### config.mk
export PLATFORM = sky130hd
export DESIGN_NAME = tx_chan_ctrl
export DESIGN_NICKNAME = d
export VERILOG_FILES = /design/src/rtl/tx_chan_pkg.sv /design/src/rtl/tx_clk_sel.sv /design/src/rtl/tx_drv_guard.sv /design/src/rtl/tx_chan_ctrl.sv
export SDC_FILE = /design/constraint.sdc
export NUM_CORES = 1
export LEC_CHECK = 0
export BUFFER_PORTS_ARGS = -buffer_cell sky130_fd_sc_hd__buf_4
export CAP_MARGIN = 15
export CORE_AREA = 2 2 39 41
export DETAILED_ROUTE_END_ITERATION = 8
export DIE_AREA = 0 0 41 43
export HOLD_SLACK_MARGIN = 0.06
export SETUP_SLACK_MARGIN = 0.4
export SLEW_MARGIN = 20
export SYNTH_ARGS = -nofsm -noshare
export SYNTH_HDL_FRONTEND = slang
export SYNTH_SLANG_ARGS = --single-unit
export TNS_END_PERCENT = 50
### constraint.sdc
create_clock -name clk -period 1.54 [get_ports clk]
set_input_delay 0.077 -clock clk [delete_from_list [all_inputs] [get_ports clk]]
set_output_delay 0.077 -clock clk [all_outputs]
set_load 0.02 [all_outputs]
### src/rtl/tx_chan_pkg.sv
package tx_chan_pkg;

    localparam int LIM_W = 5;

    typedef enum logic [1:0] {
        SRC_MASTER = 2'b00,
        SRC_TXIN   = 2'b01,
        SRC_RECOV  = 2'b10
    } clk_src_e;

    typedef struct packed {
        logic all_ones;
        logic auto_ones;
        logic sync2m;
        logic factory;
        logic rloop;
    } chan_mode_t;

    localparam logic [LIM_W-1:0] LIM_75OHM  = 5'h13;
    localparam logic [LIM_W-1:0] LIM_120OHM = 5'h0F;

    function automatic logic is_special(input chan_mode_t m);
        return m.all_ones | m.auto_ones | m.sync2m | m.factory;
    endfunction

    function automatic clk_src_e pick_src(input chan_mode_t m, input logic gsel);
        if (is_special(m) && !gsel) return SRC_MASTER;
        if (m.rloop)                return SRC_RECOV;
        return SRC_TXIN;
    endfunction

endpackage

### src/rtl/tx_clk_sel.sv
module tx_clk_sel
    import tx_chan_pkg::*;
(
    input  logic       clk,
    input  logic       rst,
    input  chan_mode_t mode,
    input  logic       gsel,
    output clk_src_e   src
);

    clk_src_e src_q;

    always_ff @(posedge clk) begin
        if (rst) src_q <= SRC_TXIN;
        else     src_q <= pick_src(mode, gsel);
    end

    assign src = src_q;

    p_master_in_special_r2: assert property (@(posedge clk) disable iff (rst)
        (is_special(mode) && !gsel) |=> (src == SRC_MASTER));

    p_never_master_plain_r4: assert property (@(posedge clk) disable iff (rst)
        (!is_special(mode) && !mode.rloop) |=> (src == SRC_TXIN));

    p_legal_code_r4: assert property (@(posedge clk) disable iff (rst)
        src != 2'b11);

endmodule

### src/rtl/tx_drv_guard.sv
module tx_drv_guard
    import tx_chan_pkg::*;
#(
    parameter int              W         = LIM_W,
    parameter logic [W-1:0]    DEF_LIMIT = '1
)(
    input  logic         clk,
    input  logic         rst,
    input  logic         ovr,
    input  logic [W-1:0] lim,
    input  logic         oe,
    input  logic [W-1:0] cur,
    output logic         drv_en,
    output logic         fault
);

    logic [W-1:0] act_lim;
    logic         over;
    logic         fault_d;
    logic         fault_q;
    logic         en_q;

    assign act_lim = ovr ? lim : DEF_LIMIT;
    assign over    = cur > act_lim;

    always_comb begin
        if (!oe) fault_d = 1'b0;
        else     fault_d = fault_q | over;
    end

    always_ff @(posedge clk) begin
        if (rst) begin
            fault_q <= 1'b0;
            en_q    <= 1'b0;
        end else begin
            fault_q <= fault_d;
            en_q    <= oe & ~fault_d;
        end
    end

    assign drv_en = en_q;
    assign fault  = fault_q;

    p_fault_kills_drv_r7: assert property (@(posedge clk) disable iff (rst)
        fault |-> !drv_en);

    p_fault_sticky_r7: assert property (@(posedge clk) disable iff (rst)
        (fault && oe) |=> fault);

    p_oe_low_clears_r8: assert property (@(posedge clk) disable iff (rst)
        !oe |=> !fault);

    p_drv_needs_oe_r9: assert property (@(posedge clk) disable iff (rst)
        !oe |=> !drv_en);

    p_trip_r6: assert property (@(posedge clk) disable iff (rst)
        (oe && ovr && (cur > lim)) |=> fault);

endmodule

### src/rtl/tx_chan_ctrl.sv
module tx_chan_ctrl
    import tx_chan_pkg::*;
#(
    parameter int           W         = LIM_W,
    parameter logic [W-1:0] DEF_LIMIT = 5'h1F
)(
    input  logic         clk,
    input  logic         rst,
    input  logic         md_all_ones,
    input  logic         md_auto_ones,
    input  logic         md_sync2m,
    input  logic         md_factory,
    input  logic         rloop_en,
    input  logic         glb_clk_sel,
    input  logic         lim_ovr,
    input  logic [W-1:0] lim_code,
    input  logic         out_en,
    input  logic [W-1:0] cur_code,
    output logic [1:0]   clk_src,
    output logic         drv_en,
    output logic         drv_fault
);

    chan_mode_t mode;
    clk_src_e   src;

    assign mode = '{all_ones:  md_all_ones,
                    auto_ones: md_auto_ones,
                    sync2m:    md_sync2m,
                    factory:   md_factory,
                    rloop:     rloop_en};

    tx_clk_sel u_clk_sel (
        .clk  (clk),
        .rst  (rst),
        .mode (mode),
        .gsel (glb_clk_sel),
        .src  (src)
    );

    tx_drv_guard #(.W(W), .DEF_LIMIT(DEF_LIMIT)) u_guard (
        .clk    (clk),
        .rst    (rst),
        .ovr    (lim_ovr),
        .lim    (lim_code),
        .oe     (out_en),
        .cur    (cur_code),
        .drv_en (drv_en),
        .fault  (drv_fault)
    );

    assign clk_src = src;

    p_default_limit_r5: assert property (@(posedge clk) disable iff (rst)
        (!lim_ovr && cur_code <= DEF_LIMIT && !drv_fault) |=> !drv_fault);

endmodule

; ---- Yosys cells after proc, flatten, opt, wreduce, memory -nomap -nowiden
; Index checks and enable logic that the tools add are counted.
[word_totals]
reg_bits = 4
latch_bits = 0
ramBits = 0
rom_bits = 0
in_bits = 20
output_inout_bits = 4
wordCells = 23
memories = 0
[op_classes]
add_sub_neg = 0
mul = 0
n_div = 0
n_lt_le_gt_ge = 1
n_eq_ne = 0
shifts = 0
n_mux = 11
bitwise_logic = 6
n_reduce_logical = 2
[op_table]
columns = op, n
row1 = 2-to-1 mux 2 bit, 4
row2 = 2-to-1 mux 1 bit, 6
row3 = greater-than comparator 5 bit, 1
row4 = 2-to-1 mux 5 bit, 1
row5 = OR 1 bit, 4
row6 = bitwise AND 1 bit, 1
row7 = logical AND 1 bit, 1
row8 = zero test 1 bit, 1
row9 = inverter 1 bit, 1

; ---- Depth between registers and ports, before layout
[logic_depth]
depth_word = 10
mapped_depth = 5
ltp_nobuf = 5

; ---- Hierarchy
; A second synthesis with hierarchy kept.
[unflattened]
hier_cells = 33
area_unflattened_um2 = 316.6
[modules_own_cells]
columns = mod, n_inst, cells_each, area_each_um2, seq_area_each_um2
row1 = tx_drv_guard, 1, 25, 235.2, 40.0
row2 = tx_clk_sel, 1, 8, 81.3, 40.0

; ---- Worst setup path after synthesis
; Ideal clock, no wire load.
[synth_timing]
kind = in2reg
from = input lim_ovr
to = register u_guard.en_q (netlist: u_guard.drv_en)
setup_ps = 117
arrival_time_ps = 1038
required_time_ps = 1423
slack_ps = 385
path_stages = 5
path_buffers = 0
cell_sequence = nor2b_1 > ha_1 > nand2b_1 > a211o_1 > a32o_1
[synth_between]
elab_chain_cells = 6
[synth_lines]
columns = element, line
row1 = "start, declared", tx_chan_ctrl.sv:15  ; input logic lim_ovr,
row2 = 2-to-1 mux 5 bit, tx_drv_guard.sv:23  ; assign act_lim = ovr ? lim : DEF_LIMIT;
row3 = greater-than comparator 5 bit, tx_drv_guard.sv:24  ; assign over = cur > act_lim;
row4 = OR 1 bit, tx_drv_guard.sv:28  ; else fault_d = fault_q | over;
row5 = 2-to-1 mux 1 bit, tx_drv_guard.sv:27  ; if (!oe) fault_d = 1'b0;
row6 = inverter 1 bit, tx_drv_guard.sv:37  ; en_q <= oe & ~fault_d;
row7 = bitwise AND 1 bit, tx_drv_guard.sv:37
row8 = "end signal, assigned", tx_drv_guard.sv:37
row9 = "end, declared", tx_drv_guard.sv:21  ; logic en_q;
; Every way passes these cells.
; A chain may end at the register's enable or synchronous reset.

; ---- Final worst setup path
; Same ends and word-level chain as after synthesis.

==> impl_metrics.ini <==
[run_status]
status = finished, final reports clean

[global_route]
grt_pass1_vias = 368
grtUsageTotal_pct = 11.4
grt_max_degree = 6
grt_antenna_before_repair = 0
grt_pass1_wl_um = 1320
overflow = 0

[pwr]
ir_worst_vdd_mv = 0.489
leakagePower_nw = 0.254
p_per_area_mw_per_mm2 = 662

[clock_tree]
clkLatencyLatePin_ps = 230
cts_root_buffer = clkbuf_4
cts.path.max_buffers = 2
cts_inserted_buffers = 3
cts_tree = built
post_cts_buffers = 0
cts_max_level = 1
cts.sinks = 4
clkTransAtPathRegs_ps = 40

[synthesis]
synth_warnings = 0
netlist_area_um2 = 283
synth.avg_cell_area_um2 = 8.57
yosys.area_share.simple_pct = 35.0
syn_inst = 33
ys_types = 16
synth_nets = 58
synth_top_family_by_area = simple AND/OR/NAND/NOR gates
seq_area_frac_synth_pct = 28.3
synth-seq-cells = 4
synth_fa_ha_area_share_pct = 22.1
synthMuxAreaShare_pct = 0
synth_xor_area_share_pct = 0
synth-compound-area-share_pct = 13.3

[setup_path]
cp.arrival_ps = 1190
endpoint_kind = flip-flop
reg2reg_slack_ps = 640
required_ps = 1660
timing.rr.end = u_guard.drv_en
crit_path_max_fanout = 5
r2r_start = u_guard.fault
r2r.worst_path.cells = 3
worstSetupStartpointType = input port
critical_path_class = input port to flip-flop

[placed_design]
dp_hpwl_um = 620
gp_congestion = 0.706
port_buffers = 23

[sta]
fin_crit_ps = 1070
rsz0062_at_grt = false
slew_headroom_pct = 82.8
finalSetupViolCount = 0
hold_viol = 0
worst_clock_skew_ps = 0.0423
clock.fmax_mhz = 931
worst_pin_slew_ps = 256
fin_crit_sh_pct = 69.7
fin_hold_ws_ps = 104
drv_slew = 0
setup_tns_ps = 0

[finish]
multi_input_area_um2 = 199
drive_gt1_share_pct = 42.6
fill_cells = 148
diodes = 0
seqCellArea_um2 = 80.1
final_nets = 88
syn_to_final_growth_pct = 83.2

[min_path]
min_path_cells = 3
min_to = u_clk_sel.src[0]
hp-class = input port to flip-flop
min_from = glb_clk_sel

[detailed_routing]
vias = 335
wirelength_um = 726
vias_per_cell = 4.35
route.detailed.drc = 0
avgRoutedWirePerCell_um = 9.43
drtAntennaViolNets = 0
dr.pass1.iters = 3
drt_iter0_markers = 5

[die]
die_area_mm2 = 0.00176
core_area_mm2 = 0.00138
die_h_um = 43
die_w_um = 41
core.rowCount = 14
ios = 24
start_util_pct = 20.4

[job]
maxCapViolations = 0
## report_power, final
part	switching (mW)	leakage, nW	total [mW]	internal (mW)
sequential	0.00239	0.0331	0.113	0.111
combinational	0.0398	0.207	0.102	0.0625
clock	0.0404	0.0138	0.127	0.0870
## per-stage QoR
step	setup WS [ps]	util, %	instance area (um2)	cells	total power, mW
floorplan	406	-	283	33	0.158
global placement	250	34.4	475	72	0.213
detailed placement	214	34.4	475	72	0.214
CTS	465	37.4	518	77	0.351
global route	402	37.4	518	77	0.377
finish	466	37.4	518	77	0.343
## worst max-delay path: stages
cell and delay, ps:
buf_4 120, nor2b_1 120, ha_1 280, nand2_1 80, a211o_1 290, a32o_1 220
## flip-flops by register name, summed over array words and instances (netlist names)
register and flops:
u_guard.drv_en 1, u_guard.fault 1, u_clk_sel.src 2
## worst max path at each step
| stage | cells past startpoint | end | start |
|---|---|---|---|
| global placement | 6 | u_guard.drv_en | lim_ovr |
| CTS | 6 | u_guard.drv_en | lim_ovr |
| global route | 5 | u_guard.drv_en | rst |
| detailed placement | 6 | u_guard.drv_en | lim_ovr |
| floorplan | 5 | u_guard.drv_en | lim_ovr |
| finish | 6 | u_guard.drv_en | lim_ovr |
## cells in the final DEF (no fill, tap or decap)
master | netlist | layout
buf_4 | 0 | 23
nor2b_1 | 5 | 5
nor2_1 | 5 | 5
ha_1 | 5 | 5
dfxtp_1 | 4 | 4
clkbuf_4 | 0 | 3
nand2b_1 | 2 | 2
nand2_1 | 2 | 2
dlygate4sd3_1 | 0 | 2
inv_1 | 1 | 1
a211o_1 | 1 | 1
nand4b_1 | 1 | 1
o21ai_0 | 1 | 1
a31oi_1 | 1 | 1
nor4_1 | 1 | 1
nor3b_1 | 1 | 1
o21bai_1 | 1 | 1
and2_1 | 1 | 1
a32o_1 | 1 | 1
## cell usage after synthesis
master,number,area (um2)
a211o_1,1,8.76
ha_1,5,62.6
nor2_1,5,18.8
a32o_1,1,10.0
dfxtp_1,4,80.1
o21bai_1,1,7.51
nor2b_1,5,31.3
inv_1,1,3.75
nand2_1,2,7.51
and2_1,1,6.26
o21ai_0,1,5.00
nand4b_1,1,8.76
nor4_1,1,6.26
a31oi_1,1,6.26
nor3b_1,1,7.51
nand2b_1,2,12.5
## cells by family (layout without fill, tap and decap cells)
family          count (synthesis)  in the layout
fa+ha+maj                       5              5
flops                           4              4
compound gates                  5              5
buf+inv                         1             29
simple gates                   18             18
## layer usage
layer  GRT usage (%)  part of all wire [%]
met4            4.00                     0
met1            10.6                    37
met2            19.7                    56
met5               0                     0
met3            6.28                   7.3
## final cells by class
class | count | area share, %
clock buffer | 3 | 4.35
inverter | 1 | 0.725
multi-input combinational | 28 | 38.4
sequential | 4 | 15.5
tap | 16 | 3.86
timing repair buffer | 25 | 37.2
## repair_timing
| action | CTS | global route |
|---|---|---|
| resized for setup | 0 | 0 |
| hold endpoints to repair | 2 | 0 |
| hold buffers | 2 | 0 |
No activity file was read; power rests on OpenSTA's default activity.
